File: config.mk
export PLATFORM = sky130hd
export DESIGN_NAME = rxs_rx_status
export DESIGN_NICKNAME = d
export VERILOG_FILES = /design/src/rtl/rxs_pkg.sv /design/src/rtl/rxs_hold_fsm.sv /design/src/rtl/rxs_lin_state.sv /design/src/rtl/rxs_status_pack.sv /design/src/rtl/rxs_rx_status.sv
export SDC_FILE = /design/constraint.sdc
export NUM_CORES = 1
export LEC_CHECK = 0
export BUFFER_PORTS_ARGS = -buffer_cell sky130_fd_sc_hd__buf_2
export CAP_MARGIN = 10
export CORE_ASPECT_RATIO = 1.25
export CORE_MARGIN = 3
export CORE_UTILIZATION = 50
export DETAILED_ROUTE_END_ITERATION = 8
export PLACE_DENSITY = 0.89
export SETUP_SLACK_MARGIN = 0.1
export SLEW_MARGIN = 25
export SYNTH_ARGS = -nofsm -noshare
export SYNTH_HDL_FRONTEND = slang
export SYNTH_SLANG_ARGS = --single-unit
File: constraint.sdc
create_clock -name clk -period 2.4 [get_ports clk]
set_clock_uncertainty 0.05 [all_clocks]
set_input_delay 0.6 -clock clk [delete_from_list [all_inputs] [get_ports clk]]
set_output_delay 0.6 -clock clk [all_outputs]
set_load 0.02 [all_outputs]
File: src/rtl/rxs_pkg.sv
package rxs_pkg;

    typedef enum logic [2:0] {
        ST_EMPTY,
        ST_FULL,
        ST_HELD,
        ST_SHOW,
        ST_ACK
    } hold_st_e;

    typedef struct packed {
        logic rda;
        logic pe;
        logic oe;
        logic fe;
        logic brkd;
        logic atb;
    } rx_flags_t;

    localparam int STAT_W   = 8;
    localparam int POS_RDA  = 7;
    localparam int POS_PE   = 6;
    localparam int POS_OE   = 5;
    localparam int POS_FE   = 4;
    localparam int POS_BRKD = 3;
    localparam int POS_ATB  = 2;

    localparam int          LIN_W          = 2;
    localparam logic [1:0]  LIN_WAIT_BREAK = 2'b10;

endpackage

File: src/rtl/rxs_hold_fsm.sv
module rxs_hold_fsm
    import rxs_pkg::*;
#(
    parameter int DATA_W = 8
) (
    input  logic              clk,
    input  logic              rst,
    input  logic              rx_strobe,
    input  logic [DATA_W-1:0] rx_byte,
    input  logic              rx_ferr,
    input  logic              rx_perr,
    input  logic              rx_brk,
    input  logic              abo_event,
    input  logic              rd_data,
    input  logic              rd_status,
    output logic [DATA_W-1:0] data_q,
    output rx_flags_t         flags
);

    hold_st_e st_q, st_d;

    logic fe_q, pe_q, brk_q;
    logic pend_byte_q, pend_brk_q, pend_atb_q;
    logic slot_free;

    assign slot_free = (st_q == ST_EMPTY) || ((st_q == ST_FULL) && rd_data);

    // next state
    always_comb begin
        st_d = st_q;
        unique case (st_q)
            ST_EMPTY, ST_FULL: begin
                if (slot_free) begin
                    if (rx_strobe)      st_d = abo_event ? ST_HELD : ST_FULL;
                    else if (abo_event) st_d = ST_SHOW;
                    else                st_d = ST_EMPTY;
                end else if (rx_strobe || abo_event) begin
                    st_d = ST_HELD;
                end
            end
            ST_HELD: if (rd_data)   st_d = ST_SHOW;
            ST_SHOW: if (rd_status) st_d = ST_ACK;
            ST_ACK:  if (rd_data)   st_d = ST_EMPTY;
            default: st_d = ST_EMPTY;
        endcase
    end

    // state register
    always_ff @(posedge clk) begin
        if (rst) st_q <= ST_EMPTY;
        else     st_q <= st_d;
    end

    // held byte and its flags, pending overrun record
    always_ff @(posedge clk) begin
        if (rst) begin
            data_q      <= '0;
            fe_q        <= 1'b0;
            pe_q        <= 1'b0;
            brk_q       <= 1'b0;
            pend_byte_q <= 1'b0;
            pend_brk_q  <= 1'b0;
            pend_atb_q  <= 1'b0;
        end else begin
            unique case (st_q)
                ST_EMPTY, ST_FULL: begin
                    if (slot_free) begin
                        pend_byte_q <= 1'b0;
                        pend_brk_q  <= 1'b0;
                        pend_atb_q  <= abo_event;
                        if (rx_strobe) begin
                            data_q <= rx_byte;
                            fe_q   <= rx_ferr;
                            pe_q   <= rx_perr;
                            brk_q  <= rx_brk;
                        end else begin
                            fe_q  <= 1'b0;
                            pe_q  <= 1'b0;
                            brk_q <= 1'b0;
                        end
                    end else begin
                        pend_byte_q <= rx_strobe;
                        pend_brk_q  <= rx_strobe && rx_brk;
                        pend_atb_q  <= abo_event;
                    end
                end
                ST_HELD: begin
                    pend_byte_q <= pend_byte_q || rx_strobe;
                    pend_brk_q  <= pend_brk_q || (rx_strobe && rx_brk);
                    pend_atb_q  <= pend_atb_q || abo_event;
                    if (rd_data) begin
                        fe_q  <= 1'b0;
                        pe_q  <= 1'b0;
                        brk_q <= 1'b0;
                    end
                end
                ST_SHOW: begin
                    pend_atb_q <= pend_atb_q || abo_event;
                end
                ST_ACK: begin
                    if (rd_data) begin
                        pend_byte_q <= 1'b0;
                        pend_brk_q  <= 1'b0;
                        pend_atb_q  <= 1'b0;
                    end else begin
                        pend_atb_q <= pend_atb_q || abo_event;
                    end
                end
                default: ;
            endcase
        end
    end

    // visible flags
    always_comb begin
        flags = '0;
        unique case (st_q)
            ST_EMPTY: ;
            ST_FULL, ST_HELD: begin
                flags.rda  = 1'b1;
                flags.fe   = fe_q;
                flags.pe   = pe_q;
                flags.brkd = brk_q;
            end
            ST_SHOW, ST_ACK: begin
                flags.rda  = pend_byte_q;
                flags.oe   = 1'b1;
                flags.brkd = pend_brk_q;
                flags.atb  = pend_atb_q;
            end
            default: ;
        endcase
    end

endmodule

File: src/rtl/rxs_lin_state.sv
module rxs_lin_state
    import rxs_pkg::*;
(
    input  logic             clk,
    input  logic             rst,
    input  logic             wr,
    input  logic [LIN_W-1:0] wdata,
    output logic [LIN_W-1:0] state_q
);

    always_ff @(posedge clk) begin
        if (rst)     state_q <= LIN_WAIT_BREAK;
        else if (wr) state_q <= wdata;
    end

endmodule

File: src/rtl/rxs_status_pack.sv
module rxs_status_pack
    import rxs_pkg::*;
(
    input  rx_flags_t         flags,
    output logic [STAT_W-1:0] word,
    output logic              any
);

    always_comb begin
        word           = '0;
        word[POS_RDA]  = flags.rda;
        word[POS_PE]   = flags.pe;
        word[POS_OE]   = flags.oe;
        word[POS_FE]   = flags.fe;
        word[POS_BRKD] = flags.brkd;
        word[POS_ATB]  = flags.atb;
        any            = |flags;
    end

endmodule

File: src/rtl/rxs_rx_status.sv
module rxs_rx_status
    import rxs_pkg::*;
#(
    parameter int DATA_W = 8
) (
    input  logic              clk,
    input  logic              rst,
    input  logic              rx_strobe,
    input  logic [DATA_W-1:0] rx_byte,
    input  logic              rx_ferr,
    input  logic              rx_perr,
    input  logic              rx_brk,
    input  logic              abo_event,
    input  logic              rd_data,
    input  logic              rd_status,
    input  logic              lin_wr,
    input  logic [1:0]        lin_wdata,
    output logic [DATA_W-1:0] data_reg,
    output logic [7:0]        status,
    output logic              rx_irq,
    output logic [1:0]        lin_state
);

    rx_flags_t flags;

    rxs_hold_fsm #(.DATA_W(DATA_W)) u_hold (
        .clk       (clk),
        .rst       (rst),
        .rx_strobe (rx_strobe),
        .rx_byte   (rx_byte),
        .rx_ferr   (rx_ferr),
        .rx_perr   (rx_perr),
        .rx_brk    (rx_brk),
        .abo_event (abo_event),
        .rd_data   (rd_data),
        .rd_status (rd_status),
        .data_q    (data_reg),
        .flags     (flags)
    );

    rxs_status_pack u_pack (
        .flags (flags),
        .word  (status),
        .any   (rx_irq)
    );

    rxs_lin_state u_lin (
        .clk     (clk),
        .rst     (rst),
        .wr      (lin_wr),
        .wdata   (lin_wdata),
        .state_q (lin_state)
    );

endmodule

# [Yosys cells after proc, flatten, opt, wreduce, memory -nomap -nowiden]
# Cells that the tools add are included.
# Widths: inputs -> output; s select.
[op_classes] n_eq_ne=9 n_mux=31 reduce_logical=20
[op_table] operator="$mux 3" count=6
[op_table] operator="$mux 1" count=14
[op_table] operator="$pmux 3 s4" count=1
[op_table] operator="$pmux 1 s2" count=5
[op_table] operator="$pmux 1 s3" count=3
[op_table] operator="$reduce_or 2->1" count=4
[op_table] operator="$eq 3x2->1 const B" count=2
[op_table] operator="$ne 2x2->1 const B" count=3
[op_table] operator="$reduce_and 3->1" count=2
[op_table] operator="$reduce_bool 3->1" count=2
[op_table] operator="$reduce_or 6->1" count=1
[op_table] operator="$logic_or 1x1->1" count=5
[op_table] operator="$mux 2" count=2
[op_table] operator="$reduce_and 4->1" count=1
[op_table] operator="$eq 3x1->1 const B" count=1
[op_table] operator="$eq 3x3->1 const B" count=1
[op_table] operator="$logic_not 3->1" count=1
[op_table] operator="$ne 3x1->1 const B" count=1
[op_table] operator="$logic_and 1x1->1" count=2
[op_table] operator="$ne 2x1->1 const B" count=1
[op_table] operator="$reduce_and 2->1" count=1
[op_table] operator="$reduce_bool 2->1" count=1
[totals] regBits=19 in_bits=20 out_inout_bits=19 wordCells=69

# [Longest topological paths before layout]
# Gate-level depths: netlist of run 1.
[depth] word_depth=5 depth_mapped=5 mapped_depth_nobuf=5

# [Modules after synthesis]
# Synthesis of run 1 repeated with hierarchy kept, for this count alone.
[unflattened] cells_unflattened=139 hier_area_um2=1154.9
[modules_own_cells] module="rxs_hold_fsm" instances=1 cells_per_inst=121 area_each_um2=1008.5 seq_area_each_um2=340.3
[modules_own_cells] module="rxs_status_pack" instances=1 cells_per_inst=12 area_each_um2=77.6 seq_area_each_um2=0.0
[modules_own_cells] module="rxs_lin_state" instances=1 cells_per_inst=6 area_each_um2=68.8 seq_area_each_um2=40.0

# [Least setup slack after synthesis of run 1]
# Ideal clock, no wire load.
[synth_path] path_type="flip-flop to output port" from="register u_hold.st_q[1]" to="output port status[2]" arrival_time_ns=1.365 required_time_ns=1.750 slack_ns=0.385 stages_incl_launch_ff=6 path_buffers=2 cell_sequence="dfxtp_1 buf_4 buf_4 nand2_1 o21bai_1 and2_1"
[synth_via] elab_chain_cells=3 elab_cells_between_ends=4 cone_classes="eq/ne (2); mux (1); reduce/logical (1)"
[synth_lines] item="from (decl)" line="rxs_hold_fsm.sv:20" rtl="hold_st_e st_q, st_d;"
[synth_lines] item="from (signal assigned)" line="rxs_hold_fsm.sv:51" rtl="else st_q <= st_d;"
[synth_lines] item="$eq 3x2->1 / $eq 3x3->1 (equally long branches)" line="rxs_hold_fsm.sv:117" rtl="unique case (st_q)"
[synth_lines] item="$reduce_or 2->1 *" line="rxs_hold_fsm.sv:117"
[synth_lines] item="$mux 1 *" line="rxs_hold_fsm.sv:117"
[synth_lines] item="to (decl)" line="rxs_rx_status.sv:19" rtl="output logic [7:0] status,"
# Mark *: on every way between the ends. The rest lies on a longest branch, timed or not.

# [Final worst setup path of run 1]
# Same ends and word-level chain as after synthesis.

==> impl_metrics.json, run 1 <==
{
  "outcome": "completed",
  "max-cap-violations": 0,
  "antennaDiodeCount": 0,
  "grt_first_pass_wirelength_um": 3739,
  "drtPass1Iterations": 4,
  "fp.coreArea_um2": 2027,
  "cts.root.buffer_cell": "sky130_fd_sc_hd__clkbuf_4",
  "max_clock_freq_mhz": 474.7,
  "clk_path_buf_depth": 2,
  "detail_route.vias_per_cell": 5.423,
  "worst_ir_drop_vdd_mv": 0.3837,
  "yosys_warnings": 0,
  "cp_max_fo": 13,
  "num-fill-cells": 178,
  "postSynth.topFlopCell": "sky130_fd_sc_hd__dfxtp_1",
  "die_height_um": 58.35,
  "sequentialPowerShare": 0.491,
  "via_count_of_the_first_global_routing_pass": 906,
  "post_synth_inst_count": 129,
  "die_width_um": 47.88,
  "cts.reportedPaths.clkPinSlew_ns": 0.11,
  "layout.nets": 184,
  "area.sequential_um2": 382.9,
  "globalRouteTotalUtil": 0.1806,
  "dr_total_vias": 987,
  "post_drt_wl_per_cell_um": 12.46,
  "number_of_enable_type_register_cells_in_the_synthesized_netlist": 0,
  "post_cts.repair.setup_buffers": 0,
  "pre_cts_ws_ns": 0.4267,
  "design.portCount": 39,
  "hpwl_um": 1701,
  "synth_seq_cells": 19,
  "postSynthAreaPerCell_um2": 8.497,
  "fin_ws_ns": 0.2934,
  "clock_sinks": 19,
  "grt_max_degree": 30,
  "setup.worst_path.class": "flop to output pin",
  "p_switching_mw": 0.2566,
  "worst_ep_arrival_time_ns": 1.46,
  "dieArea_um2": 2793,
  "overflow": 0,
  "power.static_leakage_nw": 0.5853,
  "final.min_clock_period_ns": 2.107,
  "finalCritPeriodShare": 0.8778,
  "cts_tree": "done",
  "p_per_cell_area_nw_per_um2": 586.5,
  "drive_above_1_share": 0.2901,
  "multi_input_comb_area_um2": 631.9,
  "place_congestion": 0.8642,
  "buffer_ports.inserted": 36,
  "drtIter0Drc": 30,
  "syn-cell-area_um2": 1096,
  "remaining_drc_errors": 0,
  "layout-area-overhead-vs-synth_pct": 17.24,
  "finalPower_mw": 0.7536,
  "fin_setup_tns_ns": 0,
  "postRouteWirelength_um": 2268,
  "worst_setup_path_start_kind": "flop",
  "grt_antenna_before_repair": 0,
  "floorplan.initialDensity": 0.5407,
  "post_synthesis_async_set_or_reset_flop_share": 0,
  "internal_power_mw": 0.4970,
  "setup_violations": 0,
  "ys_seq_area_frac": 0.3470,
  "hold_violations": 0,
  "std_cell_rows": 18,
  "worst_hold_path_type": "flop to flop",
  "rsz0062_at_grt": "no",
  "comb_power_share": 0.290,
  "worst_setup_path_end_kind": "output pin",
  "critPathRequiredTime_ns": 1.75,
  "slew_violations": 0,
  "share_clk_of_total_power": 0.220,
  "clock_insertion_delay_worst_skew_ns": 0.30,
  "cts.hold.buffers_added": 0,
  "sw_frac_of_total": 0.3405,
  "route.antenna.remaining_nets": 0,
  "ys_types": 39,
  "ctsHtreeMaxLevel": 1,
  "cts_made_buffers": 3
}
==> layout make-up <==
class / count / area share
clock inverter: 1 / 0.003895
inverter: 6 / 0.01753
multi-input combinational: 95 / 0.4917
timing repair buffer: 38 / 0.1519
sequential: 19 / 0.2980
clock buffer: 3 / 0.01753
tap: 20 / 0.01947
==> worst max-delay path, stage by stage (launching register included) <==
cell and delay [ns]:
sky130_fd_sc_hd__dfxtp_2 0.41, sky130_fd_sc_hd__nor3b_2 0.30, sky130_fd_sc_hd__o21bai_1 0.16, sky130_fd_sc_hd__and2_1 0.14, sky130_fd_sc_hd__buf_2 0.15
==> cells in the mapped netlist, drive strengths merged, types with 2 or more instances <==
master | number | area share
o21a | 2 | 0.014
nor3 | 2 | 0.0091
mux2i | 9 | 0.082
o32ai | 3 | 0.024
nand2b | 22 | 0.13
inv | 6 | 0.021
a21oi | 4 | 0.018
dfxtp | 19 | 0.35
nor3b | 3 | 0.025
o21bai | 2 | 0.014
nor2b | 5 | 0.029
clkbuf | 2 | 0.0069
buf | 8 | 0.057
nor2 | 10 | 0.034
nand2 | 8 | 0.027
and2 | 2 | 0.011
o21ai | 4 | 0.018
==> layer usage <==
layer | global-route usage | share of wire
met5 | 0 | 0
met4 | 0.04615 | 0.0049
met3 | 0.03670 | 0.064
met2 | 0.3100 | 0.51
met1 | 0.2222 | 0.42
==> path summary, 6_finish.rpt <==
path / startpoint / endpoint / slack [ns] / depth (start not counted)
max: u_hold.st_q[1] / status[2] / 0.29 / 4
min: u_hold.data_q[5] / u_hold.data_q[5] / 0.43 / 2
max reg2reg: u_hold.st_q[2] / u_hold.data_q[6] / 0.90 / 4
min reg2reg: u_hold.data_q[5] / u_hold.data_q[5] / 0.43 / 2
==> logic make-up after synthesis <==
group / Yosys count / synth area share
simple gates: 55 / 0.2797
compound gates: 26 / 0.1758
flops: 19 / 0.3470
buf+inv: 16 / 0.08448
mux: 9 / 0.08220
xor+xnor: 2 / 0.01598
fa+ha+maj: 1 / 0.01141
other cells: 1 / 0.003421
==> registers in the layout (all words and copies together) (netlist names) <==
name and flops:
u_hold.data_q 8, u_hold.pe_q 1, u_hold.pend_atb_q 1, u_hold.pend_brk_q 1
u_lin.state_q 2, u_hold.st_q 3, u_hold.pend_byte_q 1, u_hold.brk_q 1
u_hold.fe_q 1
==> power groups by stage <==
stage	Sequential [mW]	Combinational, mW	Clock, mW
2_1_floorplan	0.377	0.162	0
3_3_place_gp	0.371	0.212	0
3_5_place_dp	0.373	0.219	0
4_1_cts	0.367	0.220	0.172
5_1_grt	0.374	0.241	0.183
6_report	0.370	0.218	0.166
==> layout by cell type, fill, tap and decap left out, drive strengths merged <==
cell type and instances:
buf 38, o41ai 1, nor3 2, conb 2
dfxtp 19, and3b 1, and2 2, o311a 1
o21bai 2, nand2b 22, nand2 8, nor2b 5
nor2 10, clkinv 1, a21oi 4, nand3 1
o32ai 3, a211oi 1, xor2 1, clkbuf 3
a2bb2oi 1, a2111oi 1, a211o 1, ha 1
o21a 2, xnor2 1, a22o 1, a21boi 1
o22ai 1, mux2i 9, a221oi 1, and3 1
o21ai 4, nor3b 3, a31oi 1, inv 6
==> metrics by stage <==
| step | cell area (um2) | hold WS, ns | utilization | cells |
|---|---|---|---|---|
| after floorplan | 1100 | 0.4027 | - | 130 |
| after global placement | 1250 | 0.4060 | 0.6167 | 178 |
| after detailed placement | 1250 | 0.4150 | 0.6167 | 178 |
| after CTS | 1282 | 0.4343 | 0.6327 | 182 |
| after global routing | 1285 | 0.4362 | 0.6340 | 182 |
| final | 1285 | 0.4332 | 0.6340 | 182 |
==> what timing repair did <==
action / CTS / global route
resized for setup: 1 / 2
pin swaps: 0 / 0
endpoints found under the setup margin: 1 / 5
Power figures use the tool's default switching activity.
==> run 2: changes to the inputs <==
ABC_AREA = 1   (was unset)
CORE_MARGIN = 2   (was 3)
PLACE_DENSITY = 0.91   (was 0.89)
==> run 2 against run 1 <==
Sequential share of layout area grew 1.9 points. Clock-buffer cell count grew 1. Core utilization shrank 0.39 points. Fmax shrank 1.6%. Global-route usage grew 2.0 points. Via count grew 7.2%. Critical path type unchanged. Final area shrank 6.1%.
==> impl_metrics.json, run 2 <==
{
  "crit_chain": "inv_2 -> nand2_2 -> nor2_1 -> nor2_1 -> inv_1 -> nand2_1 -> nand2_1 -> buf_2",
  "largest-register": "u_hold.data_q",
  "worstPathBufferInverterCount": 3,
  "detail_route.vias_per_cell": 5.087,
  "min_path_cells": 2,
  "sw_frac_of_total": 0.4875,
  "comb_power_share": 0.546,
  "dieArea_um2": 2348,
  "ys_types": 20,
  "hold_violations": 0,
  "layout-area-overhead-vs-synth_pct": 22.18,
  "layout.core_utilization": 0.6301,
  "worst_hold_path_type": "flop to flop",
  "yosys_warnings": 0,
  "synth_seq_cells": 19,
  "grt_first_pass_wirelength_um": 3594,
  "postRouteWirelength_um": 2216,
  "postSynth.topFlopCell": "sky130_fd_sc_hd__dfxtp_1",
  "std_cell_rows": 18,
  "share_clk_of_total_power": 0.113,
  "buffer_ports.inserted": 36,
  "layout.nets": 210,
  "list_of_most_frequent_post_synthesis_cells": "sky130_fd_sc_hd__nand2_1 (35), sky130_fd_sc_hd__nor2_1 (25), sky130_fd_sc_hd__dfxtp_1 (19), sky130_fd_sc_hd__inv_1 (18), sky130_fd_sc_hd__o21ai_0 (14)",
  "p_switching_mw": 0.6836,
  "flip_flop_count_of_the_largest_register_after_layout": 8,
  "syn-cell-area_um2": 987.2,
  "die_height_um": 53.68,
  "finalPower_mw": 1.402,
  "setup_violations": 0,
  "finalCritPeriodShare": 0.8920,
  "internal_power_mw": 0.7187,
  "grt_antenna_before_repair": 0,
  "ctsHtreeMaxLevel": 1,
  "num-fill-cells": 188,
  "postSynthAreaPerCell_um2": 6.581,
  "outcome": "completed",
  "clock_insertion_delay_worst_skew_ns": 0.29,
  "cts.root.buffer_cell": "sky130_fd_sc_hd__clkbuf_4",
  "drive_above_1_share": 0.2926,
  "overflow": 0,
  "worst_setup_path_start_kind": "flop",
  "worst_setup_path_end_kind": "output pin",
  "worst-r2r-setup-slack_ns": 1.12,
  "die_width_um": 43.75,
  "via_count_of_the_first_global_routing_pass": 923,
  "pre_cts_ws_ns": 0.5456,
  "cts.reportedPaths.clkPinSlew_ns": 0.10,
  "final.min_clock_period_ns": 2.141,
  "timing.hold.ws_ns": 0.4197,
  "post_synthesis_async_set_or_reset_flop_share": 0,
  "critical-path-top-delay-family": "simple AND/OR/NAND/NOR gates",
  "critPathRequiredTime_ns": 1.75,
  "hp-start": "u_hold.pe_q",
  "route.antenna.remaining_nets": 0,
  "cts_made_buffers": 3,
  "worst_path_largest_cell_delay_ns": 0.41,
  "fp.coreArea_um2": 1914,
  "synth_largest_area_cell": "sky130_fd_sc_hd__dfxtp_1",
  "max_clock_freq_mhz": 467.1,
  "layout.cells.most_common": "sky130_fd_sc_hd__buf_2",
  "cp_max_fo": 5,
  "grt_max_degree": 14,
  "rsz0062_at_grt": "no",
  "reg2reg_depth": 8,
  "max-cap-violations": 0,
  "sequentialPowerShare": 0.341,
  "remaining_drc_errors": 0,
  "number_of_enable_type_register_cells_in_the_synthesized_netlist": 0,
  "fin_ws_ns": 0.2591,
  "biggestRegsByFlops": "u_hold.data_q: 8 flops, u_hold.st_q: 3 flops, u_lin.state_q: 2 flops",
  "drtIter0Drc": 26,
  "slew_violations": 0,
  "synthDominantCellAreaShare": 0.3853,
  "post_drt_wl_per_cell_um": 10.65,
  "drtPass1Iterations": 4,
  "place_congestion": 0.8866,
  "design.portCount": 39,
  "post_synth_inst_count": 150,
  "p_per_cell_area_nw_per_um2": 1163,
  "floorplan.initialDensity": 0.5157,
  "power.static_leakage_nw": 0.6637,
  "antennaDiodeCount": 0,
  "worst_hold_path.endpoint": "u_hold.pe_q",
  "clock_sinks": 19,
  "cts_resized": 0,
  "critical_path.reg2reg.startpoint": "u_hold.st_q[1]",
  "fin_setup_tns_ns": 0,
  "cts_tree": "done",
  "worst_ir_drop_vdd_mv": 0.6363,
  "setup.worst_path.class": "flop to output pin",
  "r2r_end": "u_hold.data_q[5]",
  "ys_seq_area_frac": 0.3853,
  "cts.hold.buffers_added": 0,
  "synth_area_leaders": "sky130_fd_sc_hd__dfxtp_1 (39%), sky130_fd_sc_hd__nand2_1 (13%), sky130_fd_sc_hd__nor2_1 (9.5%)",
  "globalRouteTotalUtil": 0.2010,
  "worst_ep_arrival_time_ns": 1.49,
  "hpwl_um": 1767,
  "timing.critical_path.slowest_stage_cell": "sky130_fd_sc_hd__dfxtp_1",
  "clk_path_buf_depth": 2,
  "dr_total_vias": 1058,
  "yosys.cell_count.top_type": "sky130_fd_sc_hd__nand2_1",
  "post_cts.repair.setup_buffers": 0,
  "final_cell_mix": "sky130_fd_sc_hd__buf_2 (36), sky130_fd_sc_hd__nand2_1 (35), sky130_fd_sc_hd__nor2_1 (25)"
}
## run 2: worst register-to-register path, cell delays in order (launching register included)
cell	delay, ns
sky130_fd_sc_hd__dfxtp_2	0.37
sky130_fd_sc_hd__nor2_2	0.17
sky130_fd_sc_hd__nor2_2	0.06
sky130_fd_sc_hd__inv_2	0.07
sky130_fd_sc_hd__nand2_4	0.07
sky130_fd_sc_hd__nor2_8	0.15
sky130_fd_sc_hd__inv_4	0.07
sky130_fd_sc_hd__nor2_1	0.10
sky130_fd_sc_hd__nor2_1	0.06
## run 2: metrics by stage
step | instances | area, um2
finish | 208 | 1206
global route | 208 | 1206
CTS | 208 | 1204
detailed placement | 204 | 1177
global placement | 204 | 1177
floorplan | 151 | 991.0
## run 2: layout make-up
type                    instances  area (um2)  share of cell area
well taps                      20       25.02             0.02075
flip-flops and latches         19       382.9              0.3174
multi-input cells             107       506.7              0.4201
clock buffers                   4       26.28             0.02178
repair buffers                 36       180.2              0.1494
inverters                      22       85.08             0.07054
## run 2: worst max path at each step
stage                   start   endpoint  slack [ns]  cells past startpoint
3_3_place_gp   u_hold.st_q[1]  status[4]        0.59                      7
2_1_floorplan  u_hold.st_q[1]  status[3]        0.58                      6
3_5_place_dp   u_hold.st_q[1]  status[6]        0.55                      7
6_report       u_hold.st_q[2]  status[7]        0.26                      8
4_1_cts        u_hold.st_q[1]  status[7]        0.21                      8
5_1_grt        u_hold.st_q[2]  status[7]        0.11                      8
## run 2: power by group through the flow
| stage | Clock, mW | Combinational (mW) | Sequential (mW) |
|---|---|---|---|
| after floorplan | 0 | 0.520 | 0.522 |
| after global placement | 0 | 0.744 | 0.475 |
| after detailed placement | 0 | 0.765 | 0.478 |
| after CTS | 0.163 | 0.767 | 0.472 |
| after global routing | 0.173 | 0.858 | 0.489 |
| final | 0.159 | 0.765 | 0.478 |
## run 2: cell families (layout without fill, tap and decap cells)
group           Yosys count  in the layout  synth area share
flops                    19             19            0.3853
compound gates           25             25            0.1331
buf+inv                  25             62            0.1052
other cells               1              2          0.003799
simple gates             79             79            0.3600
fa+ha+maj                 1              1           0.01267
## run 2: layer usage
| metal | wire (um) | vias to the layer above | global-route usage |
|---|---|---|---|
| met5 | 0 | - | 0 |
| met4 | 42 | 0 | 0.1010 |
| met3 | 158 | 7 | 0.03356 |
| met2 | 1057 | 40 | 0.3529 |
| met1 | 957 | 473 | 0.2335 |
| li1 | - | 538 | - |
